## src/rtl/led_sel_pkg.sv

```systemverilog
package led_sel_pkg;
  localparam int NUM_SRC = 5;

  typedef enum int {
    SRC_TX   = 0,
    SRC_RX   = 1,
    SRC_RXM  = 2,
    SRC_LINK = 3,
    SRC_COL  = 4
  } src_e;

  localparam logic [NUM_SRC-1:0] EN_HW_DEFAULT = NUM_SRC'(1) << SRC_TX;
endpackage

```

## src/rtl/led_sel_cfg.sv

```systemverilog
module led_sel_cfg
  import led_sel_pkg::*;
(
  input  logic               clk_i,
  input  logic               rst_ni,
  input  logic               wr_i,
  input  logic [NUM_SRC-1:0] wdata_i,
  output logic [NUM_SRC-1:0] en_o
);
  logic [NUM_SRC-1:0] en_q;

  // hardware reset only; soft reset and stop never reach this flop
  always_ff @(posedge clk_i or negedge rst_ni) begin
    if (!rst_ni)   en_q <= EN_HW_DEFAULT;
    else if (wr_i) en_q <= wdata_i;
  end

  assign en_o = en_q;
endmodule

```

## src/rtl/led_sel_merge.sv

```systemverilog
module led_sel_merge
  import led_sel_pkg::*;
(
  input  logic               clk_i,
  input  logic               rst_ni,
  input  logic               quiet_i,
  input  logic [NUM_SRC-1:0] en_i,
  input  logic [NUM_SRC-1:0] evt_i,
  output logic               led_o
);
  logic [NUM_SRC-1:0] hit;
  logic               led_q;

  for (genvar g = 0; g < NUM_SRC; g++) begin : g_src
    assign hit[g] = en_i[g] & evt_i[g];
  end

  always_ff @(posedge clk_i or negedge rst_ni) begin
    if (!rst_ni)      led_q <= 1'b0;
    else if (quiet_i) led_q <= 1'b0;
    else              led_q <= |hit;
  end

  assign led_o = led_q;
endmodule

```

## src/rtl/led_sel_rdmux.sv

```systemverilog
module led_sel_rdmux
  import led_sel_pkg::*;
#(
  parameter int ADDR_W   = 4,
  parameter int DATA_W   = 8,
  parameter int REG_ADDR = 0
) (
  input  logic [ADDR_W-1:0]  addr_i,
  input  logic [NUM_SRC-1:0] en_i,
  input  logic               led_i,
  output logic [DATA_W-1:0]  rdata_o
);
  localparam int RSV_W = DATA_W - NUM_SRC - 1;

  logic [DATA_W-1:0] word;
  assign word = {led_i, {RSV_W{1'b0}}, en_i};

  always_comb begin
    rdata_o = '0;
    if (addr_i == ADDR_W'(REG_ADDR)) rdata_o = word;
  end
endmodule

```

## src/rtl/led_sel_top.sv

```systemverilog
module led_sel_top
  import led_sel_pkg::*;
#(
  parameter int ADDR_W   = 4,
  parameter int DATA_W   = 8,
  parameter int REG_ADDR = 0
) (
  input  logic               clk_i,
  input  logic               rst_ni,
  input  logic               soft_rst_i,
  input  logic               stop_i,
  input  logic [NUM_SRC-1:0] evt_i,
  input  logic [ADDR_W-1:0]  addr_i,
  input  logic               we_i,
  input  logic [DATA_W-1:0]  wdata_i,
  output logic [DATA_W-1:0]  rdata_o,
  output logic               led_o
);
  logic [NUM_SRC-1:0] en_q;
  logic               cfg_wr;
  logic               quiet;

  assign cfg_wr = we_i && (addr_i == ADDR_W'(REG_ADDR));
  assign quiet  = soft_rst_i | stop_i;

  led_sel_cfg u_cfg (
    .clk_i   (clk_i),
    .rst_ni  (rst_ni),
    .wr_i    (cfg_wr),
    .wdata_i (wdata_i[NUM_SRC-1:0]),
    .en_o    (en_q)
  );

  led_sel_merge u_merge (
    .clk_i   (clk_i),
    .rst_ni  (rst_ni),
    .quiet_i (quiet),
    .en_i    (en_q),
    .evt_i   (evt_i),
    .led_o   (led_o)
  );

  led_sel_rdmux #(
    .ADDR_W   (ADDR_W),
    .DATA_W   (DATA_W),
    .REG_ADDR (REG_ADDR)
  ) u_rdmux (
    .addr_i  (addr_i),
    .en_i    (en_q),
    .led_i   (led_o),
    .rdata_o (rdata_o)
  );

  // reserved and status bits of wdata_i are dropped by design
  logic unused_wdata;
  assign unused_wdata = ^wdata_i[DATA_W-1:NUM_SRC];
endmodule

```

## config.mk

```make
export PLATFORM = sky130hd
export DESIGN_NAME = led_sel_top
export DESIGN_NICKNAME = d
export VERILOG_FILES = /design/src/rtl/led_sel_pkg.sv /design/src/rtl/led_sel_cfg.sv /design/src/rtl/led_sel_merge.sv /design/src/rtl/led_sel_rdmux.sv /design/src/rtl/led_sel_top.sv
export SDC_FILE = /design/constraint.sdc
export NUM_CORES = 1
export LEC_CHECK = 0
export ABC_AREA = 1
export BUFFER_PORTS_ARGS = -buffer_cell sky130_fd_sc_hd__buf_2
export CORE_MARGIN = 2
export CORE_UTILIZATION = 30
export CTS_CLUSTER_SIZE = 24
export DETAILED_ROUTE_END_ITERATION = 10
export SYNTH_ARGS = -nofsm -noshare
export SYNTH_HDL_FRONTEND = slang
export SYNTH_SLANG_ARGS = --single-unit
```

## constraint.sdc

```tcl
create_clock -name clk_i -period 1.1 [get_ports clk_i]
set_clock_uncertainty 0.05 [all_clocks]
set_input_delay 0.165 -clock clk_i [delete_from_list [all_inputs] [get_ports clk_i]]
set_output_delay 0.165 -clock clk_i [all_outputs]
set_load 0.01 [all_outputs]
```

; ---- Word level (Yosys, flattened, before mapping)
; Index checks and enable logic that the tools add are counted.
[op_classes]
add_sub_neg = 0
multipliers = 0
n_div = 0
order_cmp = 0
eq_ne = 0
n_shift = 0
mux = 2
bitwise = 6
n_reduce_logical = 3
[ops]
columns = op, count
row1 = 8-bit two-way mux, 1
row2 = 1-bit bitwise AND, 5
row3 = 5-bit OR reduction, 1
row4 = 4-bit zero test, 1
row5 = 1-bit logical AND, 1
row6 = 1-bit two-way mux, 1
row7 = 1-bit OR, 1
[totals]
register_bits = 6
latch_bits = 0
ram_bits = 0
mem_bits_ro = 0
inputBits = 22
output_inout_bits = 9
word_cells = 13
mem_count = 0

; ---- Depth between registers and ports, before layout
[depth]
depth_word = 3
depth_mapped = 4
ltp_nobuf = 4

; ---- Modules after synthesis
; From an unflattened synthesis, not the netlist that was laid out.
[unflattened]
hier_cells = 56
hier_area_um2 = 355.3
[modules_own_cells]
columns = mod, n_inst, cells_each, area_each_um2, seq_area_each_um2
row1 = led_sel_cfg, 1, 21, 186.4, 126.4
row2 = led_sel_rdmux, 1, 18, 77.6, 0.0
row3 = led_sel_merge, 1, 10, 62.6, 25.0
row4 = led_sel_top, 1, 7, 28.8, 0.0

; ---- Worst setup path before layout
; No wires, ideal clock.
[synth_timing]
path_type = flip-flop to output port
start = reg u_cfg.en_q[0], in the netlist u_cfg.en_o[0]
end = out rdata_o[0]
t_arrival_ns = 0.692
required_ns = 0.885
slack_ns = 0.193
path_stages_with_launch = 3
path_buffers = 0
cell_sequence = dfstp_2 -> inv_1 -> nor2_2
[synth_via]
elab_chain_len = 1
[synth_rtl]
columns = element, line_no
row1 = from (decl), led_sel_cfg.sv:10  ; logic [NUM_SRC-1:0] en_q;
row2 = from (signal assigned), led_sel_cfg.sv:15  ; else if (wr_i) en_q <= wdata_i;
row3 = 8-bit two-way mux, led_sel_rdmux.sv:20  ; if (addr_i == ADDR_W'(REG_ADDR)) rdata_o = word;
row4 = to (decl), led_sel_top.sv:16  ; output logic [DATA_W-1:0] rdata_o,
; Every way passes these cells.

; ---- Worst setup path in the final report
; Ends and elaborated chain as after synthesis.

==> impl_metrics.yaml <==
cells_and_area:
  fin_util_pct: 48.95
  fin_nets: 109
  diodes: 0
  synthToLayoutAreaGrowth_pct: 56.55
  fillers: 122
  drive_gt1_share_pct: 54.65
synth:
  synthMostInstantiatedCell: "nand2_1"
  syn_avg_cell_area_um2: 7.833
  seq_area_frac_synth_pct: 38.66
  synth_area_leader_cell: "dfrtp_1"
  synth_ff_type: "dfrtp_1"
  synth-seq-cells: 6
  async_reset_ff_share_pct: 100.0
  yosysWarningCount: 0
  yosys-top-cells-area: "dfrtp_1 (32%), nand2_1 (15%), nor2_2 (9.6%), nand4_1 (8.0%), dfstp_2 (6.7%)"
  syn_area_um2: 391.6
  yosysUniqueCellTypes: 14
  synth_top_cell_area_share_pct: 31.95
  synthTopCellsByCount: "nand2_1 (16), inv_1 (6), nor2_2 (6), dfrtp_1 (5), nand4_1 (5)"
  synth_edf_count: 0
  synthCells: 50
hold_path:
  holdPathStages: 3
  min_path_type: "primary input to flip-flop"
floorplan:
  num_rows: 13
  die_w_um: 40.13
  fp.coreArea_um2: 1252
  die_area_um2: 1610
  initial_utilization_pct: 31.27
  ios: 31
  die_y_um: 40.13
status:
  outcome: "complete, but fails checks"
  violations: "negative setup slack"
clock_tree:
  cts_tree: "yes"
  cts-root-buf: "clkbuf_4"
  cts.path.max_buffers: 2
  clk_latency_ns: 0.25
  path_clk_slew_ns: 0.06
  cts_buffers: 3
  htreeDepth: 1
  cts_sinks: 6
sta:
  setup-tns-final_ns: -0.1059
  fmax_mhz: 829.3
  slew_viol_final: 0
  period_share_pct: 109.6
  hold_slack_ns: 0.09492
  worst_slack_ns: -0.1059
  fin_crit_ns: 1.206
  hold_viol: 0
  setup_viol: 1
  rsz0062_at_grt: "true"
grt:
  antenna_found_initial: 0
  grt.total_usage_pct: 14.80
  first_global_vias: 354
  grt_pass1_wl_um: 1414
  grt_max_degree: 7
  grt_overflow_total: 0
worst_setup_path:
  crit_buf_inv: 2
  arrival_ns: 0.99
  cp_slowest_cell: "dfstp_2"
  worstPathRequired_ns: 0.88
  crit_cells: 3
  max_stage_delay_ns: 0.53
  crit_chain: "inv_2 > nor2_2 > buf_2"
  cpLargestDelayFamily: "flip-flops"
  cp_max_fo: 2
  cp-start-kind: "flip-flop"
  critPathKind: "flip-flop to primary output"
  ff2ff_path_depth: 5
  cp-end-kind: "primary output"
drt:
  routed_via_density: 4.139
  drc_errors: 0
  drtPass1Iterations: 4
  wl_per_cell_um: 8.851
  drt-total-wl_um: 894
  drt_iter0_markers: 10
  antenna_left: 0
  vias: 418
pwr:
  p_leak_nw: 0.3480
  power.density_nw_per_um2: 1239
  ir_worst_vdd_v: 0.0005370
job:
  maxCapViolCount: 0
placed_design:
  place_hpwl_um: 650
  port_buffers: 25
  gp_congestion: 0.7015
[final timing paths]
check,from,slack (ns),endpoint
worst max-delay path,u_cfg.en_o[0],-0.11,rdata_o[0]
worst min-delay path,soft_rst_i,0.09,u_merge.led_o
worst max register to register,u_cfg.en_o[0],0.12,u_merge.led_o
worst min register to register,u_cfg.en_o[2],0.52,u_cfg.en_o[2]
max in group asynchronous,rst_ni,0.56,u_cfg.en_o[0]
min in group asynchronous,rst_ni,0.21,u_cfg.en_o[3]
[sequential cells by signal (all words and copies together) (netlist names)]
signal         flops
u_cfg.en_o         5
u_merge.led_o      1
[stage by stage]
| step | worst slack, ns | instances | total power [W] | instance area (um2) |
|---|---|---|---|---|
| after global placement | 0.1187 | 91 | 0.0004626 | 539.3 |
| after floorplan | 0.1935 | 51 | 0.0003982 | 395.4 |
| final | -0.1059 | 101 | 0.0007596 | 613.1 |
| after global routing | -0.1701 | 101 | 0.0008306 | 613.1 |
| after CTS | -0.1166 | 101 | 0.0007683 | 613.1 |
| after detailed placement | 0.1145 | 91 | 0.0004667 | 539.3 |
[tightest hold or removal path, cell delays in order]
cell and delay, ns:
buf_2 0.07, or2_0 0.09, nor2_1 0.04
[repair_timing]
action / in CTS / in global routing
gates resized for setup: 1 / 0
hold endpoints to repair: 6 / 0
hold buffers: 1 / 0
buffers inserted: 5 / 0
pin swaps: 2 / 5
setup endpoints to repair: 5 / 6
[cells in the final DEF (no fill, tap or decap)]
| cell type | n |
|---|---|
| inv_2 | 1 |
| nor2_2 | 6 |
| nor2_1 | 2 |
| conb_1 | 2 |
| dfrtp_1 | 5 |
| nor2_4 | 2 |
| clkbuf_1 | 1 |
| nand2_1 | 16 |
| nand3_1 | 1 |
| dlygate4sd3_1 | 1 |
| inv_1 | 5 |
| buf_4 | 7 |
| or2_0 | 1 |
| dfstp_2 | 1 |
| nand4_1 | 5 |
| nand3_4 | 1 |
| buf_2 | 25 |
| nand2_4 | 1 |
| clkbuf_4 | 3 |
[layer usage]
layer  wire length [um]  vias to the layer above  part of all wire [%]  global-route usage (%)
met5                  0                        -                     0                       0
met3                 88                        6                   9.8                   5.556
li1                   -                      226                     -                       -
met1                389                      164                    44                   15.82
met2                380                       22                    43                   21.37
met4                 35                        0                   3.9                   15.52
[logic make-up after synthesis]
family        Yosys count  share of synthesized area (%)
simple gates           35                          50.80
flops                   6                          38.66
buf+inv                 8                          9.583
other cells             1                         0.9575
[layout make-up]
| class | count | area [um2] | area share (%) |
|---|---|---|---|
| Clock buffer | 4 | 26.28 | 4.286 |
| Inverter | 6 | 22.52 | 3.673 |
| Multi-Input combinational cell | 37 | 206.4 | 33.67 |
| Sequential cell | 6 | 151.4 | 24.69 |
| Tap cell | 15 | 18.77 | 3.061 |
| Timing Repair Buffer | 33 | 187.7 | 30.61 |
[where the power goes]
part	total, W	switching, W	internal, W	leakage (nW)
Clock	0.000238	0.0000994	0.000139	0.0150
Sequential	0.000290	0.0000222	0.000268	0.0747
Combinational	0.000231	0.000113	0.000119	0.258
Power figures use the tool's default switching activity.
